File: config.mk
export PLATFORM = sky130hd
export DESIGN_NAME = brk_glitch_filter
export DESIGN_NICKNAME = d
export VERILOG_FILES = /design/src/rtl/brk_filter_pkg.sv /design/src/rtl/brk_cfg_reg.sv /design/src/rtl/brk_prescaler.sv /design/src/rtl/brk_channel.sv /design/src/rtl/brk_glitch_filter.sv
export SDC_FILE = /design/constraint.sdc
export NUM_CORES = 1
export LEC_CHECK = 0
export ABC_CLOCK_PERIOD_IN_PS = 1800
export BUFFER_PORTS_ARGS = -buffer_cell sky130_fd_sc_hd__buf_4
export CAP_MARGIN = 0
export CORE_ASPECT_RATIO = 1.1
export CORE_MARGIN = 3
export CORE_UTILIZATION = 44
export DETAILED_ROUTE_END_ITERATION = 10
export GPL_TIMING_DRIVEN = 0
export MAX_ROUTING_LAYER = met4
export PLACE_DENSITY_LB_ADDON = 0.08
export SETUP_SLACK_MARGIN = 0.3
export SLEW_MARGIN = 20
export SYNTH_ARGS = -nofsm -noshare
export SYNTH_HDL_FRONTEND = slang
export SYNTH_SLANG_ARGS = --single-unit
File: constraint.sdc
create_clock -name clk_i -period 1.8 [get_ports clk_i]
set_input_delay 0.18 -clock clk_i [delete_from_list [all_inputs] [get_ports clk_i]]
set_output_delay 0.18 -clock clk_i [all_outputs]
set_load 0.005 [all_outputs]
File: src/rtl/brk_filter_pkg.sv
package brk_filter_pkg;
  localparam int unsigned SEL_W = 3;
  localparam int unsigned CNT_W = 3;
  localparam int unsigned NUM_SEL = 1 << SEL_W;
  localparam int unsigned PRE_W = NUM_SEL - 1;

  typedef struct packed {
    logic             inv;
    logic [CNT_W-1:0] thresh;
    logic [SEL_W-1:0] rate;
    logic             en;
  } chan_cfg_t;
endpackage

File: src/rtl/brk_cfg_reg.sv
module brk_cfg_reg
  import brk_filter_pkg::*;
#(
  parameter int unsigned NUM_CH = 2
) (
  input  logic              clk_i,
  input  logic              rst_ni,
  input  logic              wr_en_i,
  input  logic [NUM_CH*8-1:0] wr_data_i,
  output logic [NUM_CH*8-1:0] cfg_o
);
  always_ff @(posedge clk_i or negedge rst_ni) begin
    if (!rst_ni)      cfg_o <= '0;
    else if (wr_en_i) cfg_o <= wr_data_i;
  end
endmodule

File: src/rtl/brk_prescaler.sv
module brk_prescaler
  import brk_filter_pkg::*;
(
  input  logic               clk_i,
  input  logic               rst_ni,
  output logic [NUM_SEL-1:0] strb_o
);
  logic [PRE_W-1:0] cnt_q;

  always_ff @(posedge clk_i or negedge rst_ni) begin
    if (!rst_ni) cnt_q <= '0;
    else         cnt_q <= cnt_q + 1'b1;
  end

  for (genvar k = 0; k < NUM_SEL; k++) begin : g_strb
    if (k == 0) begin : g_full
      assign strb_o[k] = 1'b1;
    end else begin : g_div
      assign strb_o[k] = ~|cnt_q[k-1:0];
    end
  end
endmodule

File: src/rtl/brk_channel.sv
module brk_channel
  import brk_filter_pkg::*;
#(
  parameter int unsigned SYNC_STAGES = 2
) (
  input  logic               clk_i,
  input  logic               rst_ni,
  input  logic               pin_i,
  input  chan_cfg_t          cfg_i,
  input  logic [NUM_SEL-1:0] strb_i,
  output logic               level_o,
  output logic               brake_o
);
  logic [SYNC_STAGES-1:0] sync_q;
  logic [CNT_W-1:0]       cnt_q;
  logic                   level_q, prev_q, cond, strb;

  always_ff @(posedge clk_i or negedge rst_ni) begin
    if (!rst_ni) sync_q <= '1;
    else         sync_q <= {sync_q[SYNC_STAGES-2:0], pin_i};
  end

  assign cond = sync_q[SYNC_STAGES-1] ^ cfg_i.inv;
  assign strb = strb_i[cfg_i.rate];

  always_ff @(posedge clk_i or negedge rst_ni) begin
    if (!rst_ni) begin
      level_q <= 1'b1;
      cnt_q   <= '0;
      prev_q  <= 1'b1;
    end else begin
      prev_q <= level_q;
      if (!cfg_i.en) begin
        level_q <= cond;
        cnt_q   <= '0;
      end else if (strb) begin
        if (cond == level_q) begin
          cnt_q <= '0;
        end else if (cnt_q >= cfg_i.thresh) begin
          level_q <= cond;
          cnt_q   <= '0;
        end else begin
          cnt_q <= cnt_q + 1'b1;
        end
      end
    end
  end

  assign level_o = level_q;
  assign brake_o = prev_q & ~level_q;

  a_r8_single_pulse: assert property (@(posedge clk_i) disable iff (!rst_ni)
    brake_o |=> !brake_o);
  a_r8_pulse_on_low: assert property (@(posedge clk_i) disable iff (!rst_ni)
    brake_o |-> !level_o);
  a_r10_bypass_follow: assert property (@(posedge clk_i) disable iff (!rst_ni)
    !cfg_i.en |=> level_o == $past(cond));
  a_r5_hold_between_strobes: assert property (@(posedge clk_i) disable iff (!rst_ni)
    (cfg_i.en && !strb) |=> $stable(level_o));
endmodule

File: src/rtl/brk_glitch_filter.sv
module brk_glitch_filter
  import brk_filter_pkg::*;
#(
  parameter int unsigned NUM_CH      = 2,
  parameter int unsigned SYNC_STAGES = 2
) (
  input  logic              clk_i,
  input  logic              rst_ni,
  input  logic              wr_en_i,
  input  logic [31:0]       wr_data_i,
  output logic [31:0]       rd_data_o,
  input  logic [NUM_CH-1:0] pin_i,
  output logic [NUM_CH-1:0] level_o,
  output logic [NUM_CH-1:0] brake_o
);
  localparam int unsigned CFG_W = NUM_CH * 8;

  logic [CFG_W-1:0]   cfg_q;
  logic [NUM_SEL-1:0] strb;
  logic               unused_hi;

  assign unused_hi = ^wr_data_i[31:CFG_W];

  brk_cfg_reg #(.NUM_CH(NUM_CH)) u_cfg (
    .clk_i     (clk_i),
    .rst_ni    (rst_ni),
    .wr_en_i   (wr_en_i),
    .wr_data_i (wr_data_i[CFG_W-1:0]),
    .cfg_o     (cfg_q)
  );

  assign rd_data_o = {{(32-CFG_W){1'b0}}, cfg_q};

  brk_prescaler u_pre (
    .clk_i  (clk_i),
    .rst_ni (rst_ni),
    .strb_o (strb)
  );

  for (genvar c = 0; c < NUM_CH; c++) begin : g_ch
    brk_channel #(.SYNC_STAGES(SYNC_STAGES)) u_ch (
      .clk_i   (clk_i),
      .rst_ni  (rst_ni),
      .pin_i   (pin_i[c]),
      .cfg_i   (chan_cfg_t'(cfg_q[c*8 +: 8])),
      .strb_i  (strb),
      .level_o (level_o[c]),
      .brake_o (brake_o[c])
    );
  end

  a_r2_upper_zero: assert property (@(posedge clk_i) disable iff (!rst_ni)
    wr_en_i |=> rd_data_o[31:16] == 16'h0);
endmodule

==> run metrics <==
status complete, no violations; Worst Skew 0.00692 ns; worst vdd ir about 450 uV; type of element capturing the critical path flop; CP max stage delay ~0.41 ns; Yosys warning total 0; CTS tree done; Sw Share 0.275; main combinational cell family by area after synthesis buffers and inverters; area grow syn2layout 40.8%; drt drc 0; RSZ-0062 raised after global routing true; slew margin rel. 0.643; total clock buffers created by CTS 5; worst-path maximum fanout 3; Total Routing Usage GR 0.160; Chip Height ~76 microns; sequential share of power 0.453; Leak ~0.0014 uW; Tightest Pin Transition 0.535 ns; final setup vio count 0; Pint about 1600 uW; Hold Path Depth 3; HPWL Detailed between 2 and 3 mm; asr flop ratio synth 1.00; row count 24; Synth Area in XOR/XNOR 0.0536; delay-heaviest family, CP compound AO/OA/AOI/OAI gates; # port buffers 39; top cells by count, synth dfrtp_1, buf_4, inv_1; Avg WL per Cell roughly 13 microns; Worst Setup Start Kind flop; die area around 5400 sq um; slowest CP cell a221o_1; worst-path cell chain buf_6 -> mux2_4 -> a221o_1 -> a31oi_2 -> mux2_4; Req. time, crit path around 2.0 ns; instance count on the critical path 5; Routed Antenna Nets 0; post-synthesis compound-gate area fraction 0.0984; Post-Syn Area around 2000 sq um; Post-Synth Adder-Cell Area 0.0631; core area around 4100 sq um; pre-CTS WS -0.0253 ns; power density cells just over 800 nW/um^2; WP buf/inv 1; die width roughly 70 microns; hold crit path type input port to flop; RePlAce Congestion slightly below 0.8; top_reg_cell synth dfrtp_1; Hold Vio Cnt, Final 0; Worst Setup SP u_pre.cnt_q[0]; Post-synth EDFFs 0; top area cells in the synthesized netlist dfrtp_1, dfstp_2, buf_4, ha_1, mux2_2; Synth cell types 31; crit share post-route 0.995; Most common cell on crit path mux2_4; Via density around 4.8; Power, Total about 2300 uW; Vias around 1,500; Post-Synthesis Cells 178; Switch Pwr 619 uW; CTS root buffer clkbuf_8; Clock power frac 0.244; Post-layout nets around 310; clock tree buffer depth 2; TritonRoute pass-1 iters 4; CP Class flop to flop; top-count cell post-synth dfrtp_1; clock latency on the worst-skew pair roughly 0.28 ns; Gate power share 0.303; min-delay src wr_data_i[6]; largest net degree at the start of global routing 38; sequential cell area fraction in the yosys report 0.472; Slew Limit Fails 0; simple-gate area share of the yosys netlist 0.106; Detailed Route WL between 4 and 5 mm; filler cell count 334; mux share of post-synthesis cell area 0.0883; CTS Sinks 37; mean post-synth cell area ~11 sq um; area leader, netlist dfrtp_1; fin crit period 1.79 ns; share of cells above drive strength 1 0.483; CP arrival 2.00 ns; # IOs 73; Starting Density 0.479; iteration-0 DRC count of the detailed router 62; vias in the first global route 1,512; Synth top area share 0.366; RR Startpoint u_pre.cnt_q[0]; total congestion overflow 0; Reg clk slew, reported paths around 0.07 ns; PnR worst setup slack ~0.0091 ns; Max Cap Viol 0; flop and latch count out of synthesis 37; R2R depth 5; f_max approximately 0.56 GHz; first-pass GRT wire length 6.69 mm; CTS H-tree depth 2; diode count 0; initial antenna violation count 0
cell type report:
cell class	instances	area, sq um	share of cell area
multi-input cells	114	1000	0.359
plain buffers	23	161	0.0578
inverters	19	71.3	0.0255
flip-flops and latches	37	937	0.335
well taps	52	65.1	0.0233
repair buffers	62	477	0.171
clock buffers	8	80.1	0.0287
layout by cell type (no fill, tap or decap), drive strengths merged, types with 3 or more instances in the layout:
cell type,n
nand3,6
dlygate4sd3,3
xnor2,4
ha,10
o21ai,8
clkbuf,11
dfrtp,29
inv,19
nand2,16
dfstp,8
mux2i,4
and2,6
buf,79
mux2,12
xor2,3
conb,16
and3,3
flip-flops by register name (all words and copies together) (netlist names):
signal,count
g_ch.u_ch.cnt_q,6
g_ch.u_ch.level_o,2
u_pre.cnt_q,7
g_ch.u_ch.sync_q,4
u_cfg.cfg_o,16
g_ch.u_ch.prev_q,2
layer usage:
layer / global-route usage / vias to the layer above / part of all wire
li1: - / 737 / -
met1: 0.185 / 712 / 0.42
met2: 0.264 / 54 / 0.50
met3: 0.0554 / 7 / 0.071
met4: 0.0460 / 0 / 0.011
met5: - / - / 0
kinds of logic (layout without fill, tap and decap cells):
kind of cell,Yosys count,in the layout
and+or+nand+nor,41,41
DFF,37,37
other,1,16
muxes,16,16
xor gates and xnor gates,9,9
buffers and inverters,42,112
adders and majority gates,10,10
AOI/OAI and AO/OA,22,22
metrics by stage:
stage	utilization	setup TNS, ns	hold WS, ns	area, sq um	cells
after floorplan	-	0	-0.116	2050	193
after global placement	0.581	-0.0290	0.165	2410	284
after detailed placement	0.581	-0.0379	0.169	2410	284
after CTS	0.645	0	0.0939	2670	307
after global routing	0.674	-0.0900	0.0937	2790	315
final	0.674	0	0.0976	2790	315
worst min-delay path, cell delays in order:
cell and delay, ns:
buf_4 0.08, nand2_1 0.04, o21ai_0 0.06
worst paths after layout:
path | endpoint | slack, ns
setup / recovery | g_ch[0].u_ch.level_o | 0.009
hold / removal | u_cfg.cfg_o[6] | 0.1
setup reg to reg | g_ch[0].u_ch.level_o | 0.009
hold reg to reg | g_ch[0].u_ch.sync_q[1] | 0.36
max in group asynchronous | u_pre.cnt_q[2] | 1.05
min in group asynchronous | g_ch[1].u_ch.cnt_q[1] | 0.39
repair_timing:
action / in CTS / in global routing
pin swaps: 14 / 14
hold endpoints to repair: 31 / 0
hold buffers: 3 / 0
setup endpoints to repair: 8 / 8
resized for setup: 10 / 16
buffers inserted: 12 / 8
power by group through the flow:
stage | clock [uW] | sequential, uW | combinational [uW]
final | 550 | 1020 | 682
after global routing | 607 | 1030 | 754
after CTS | 566 | 1020 | 614
after detailed placement | 0 | 1030 | 535
after global placement | 0 | 1030 | 526
after floorplan | 0 | 1020 | 343
Note: power is estimated with default switching activity, not from simulation.
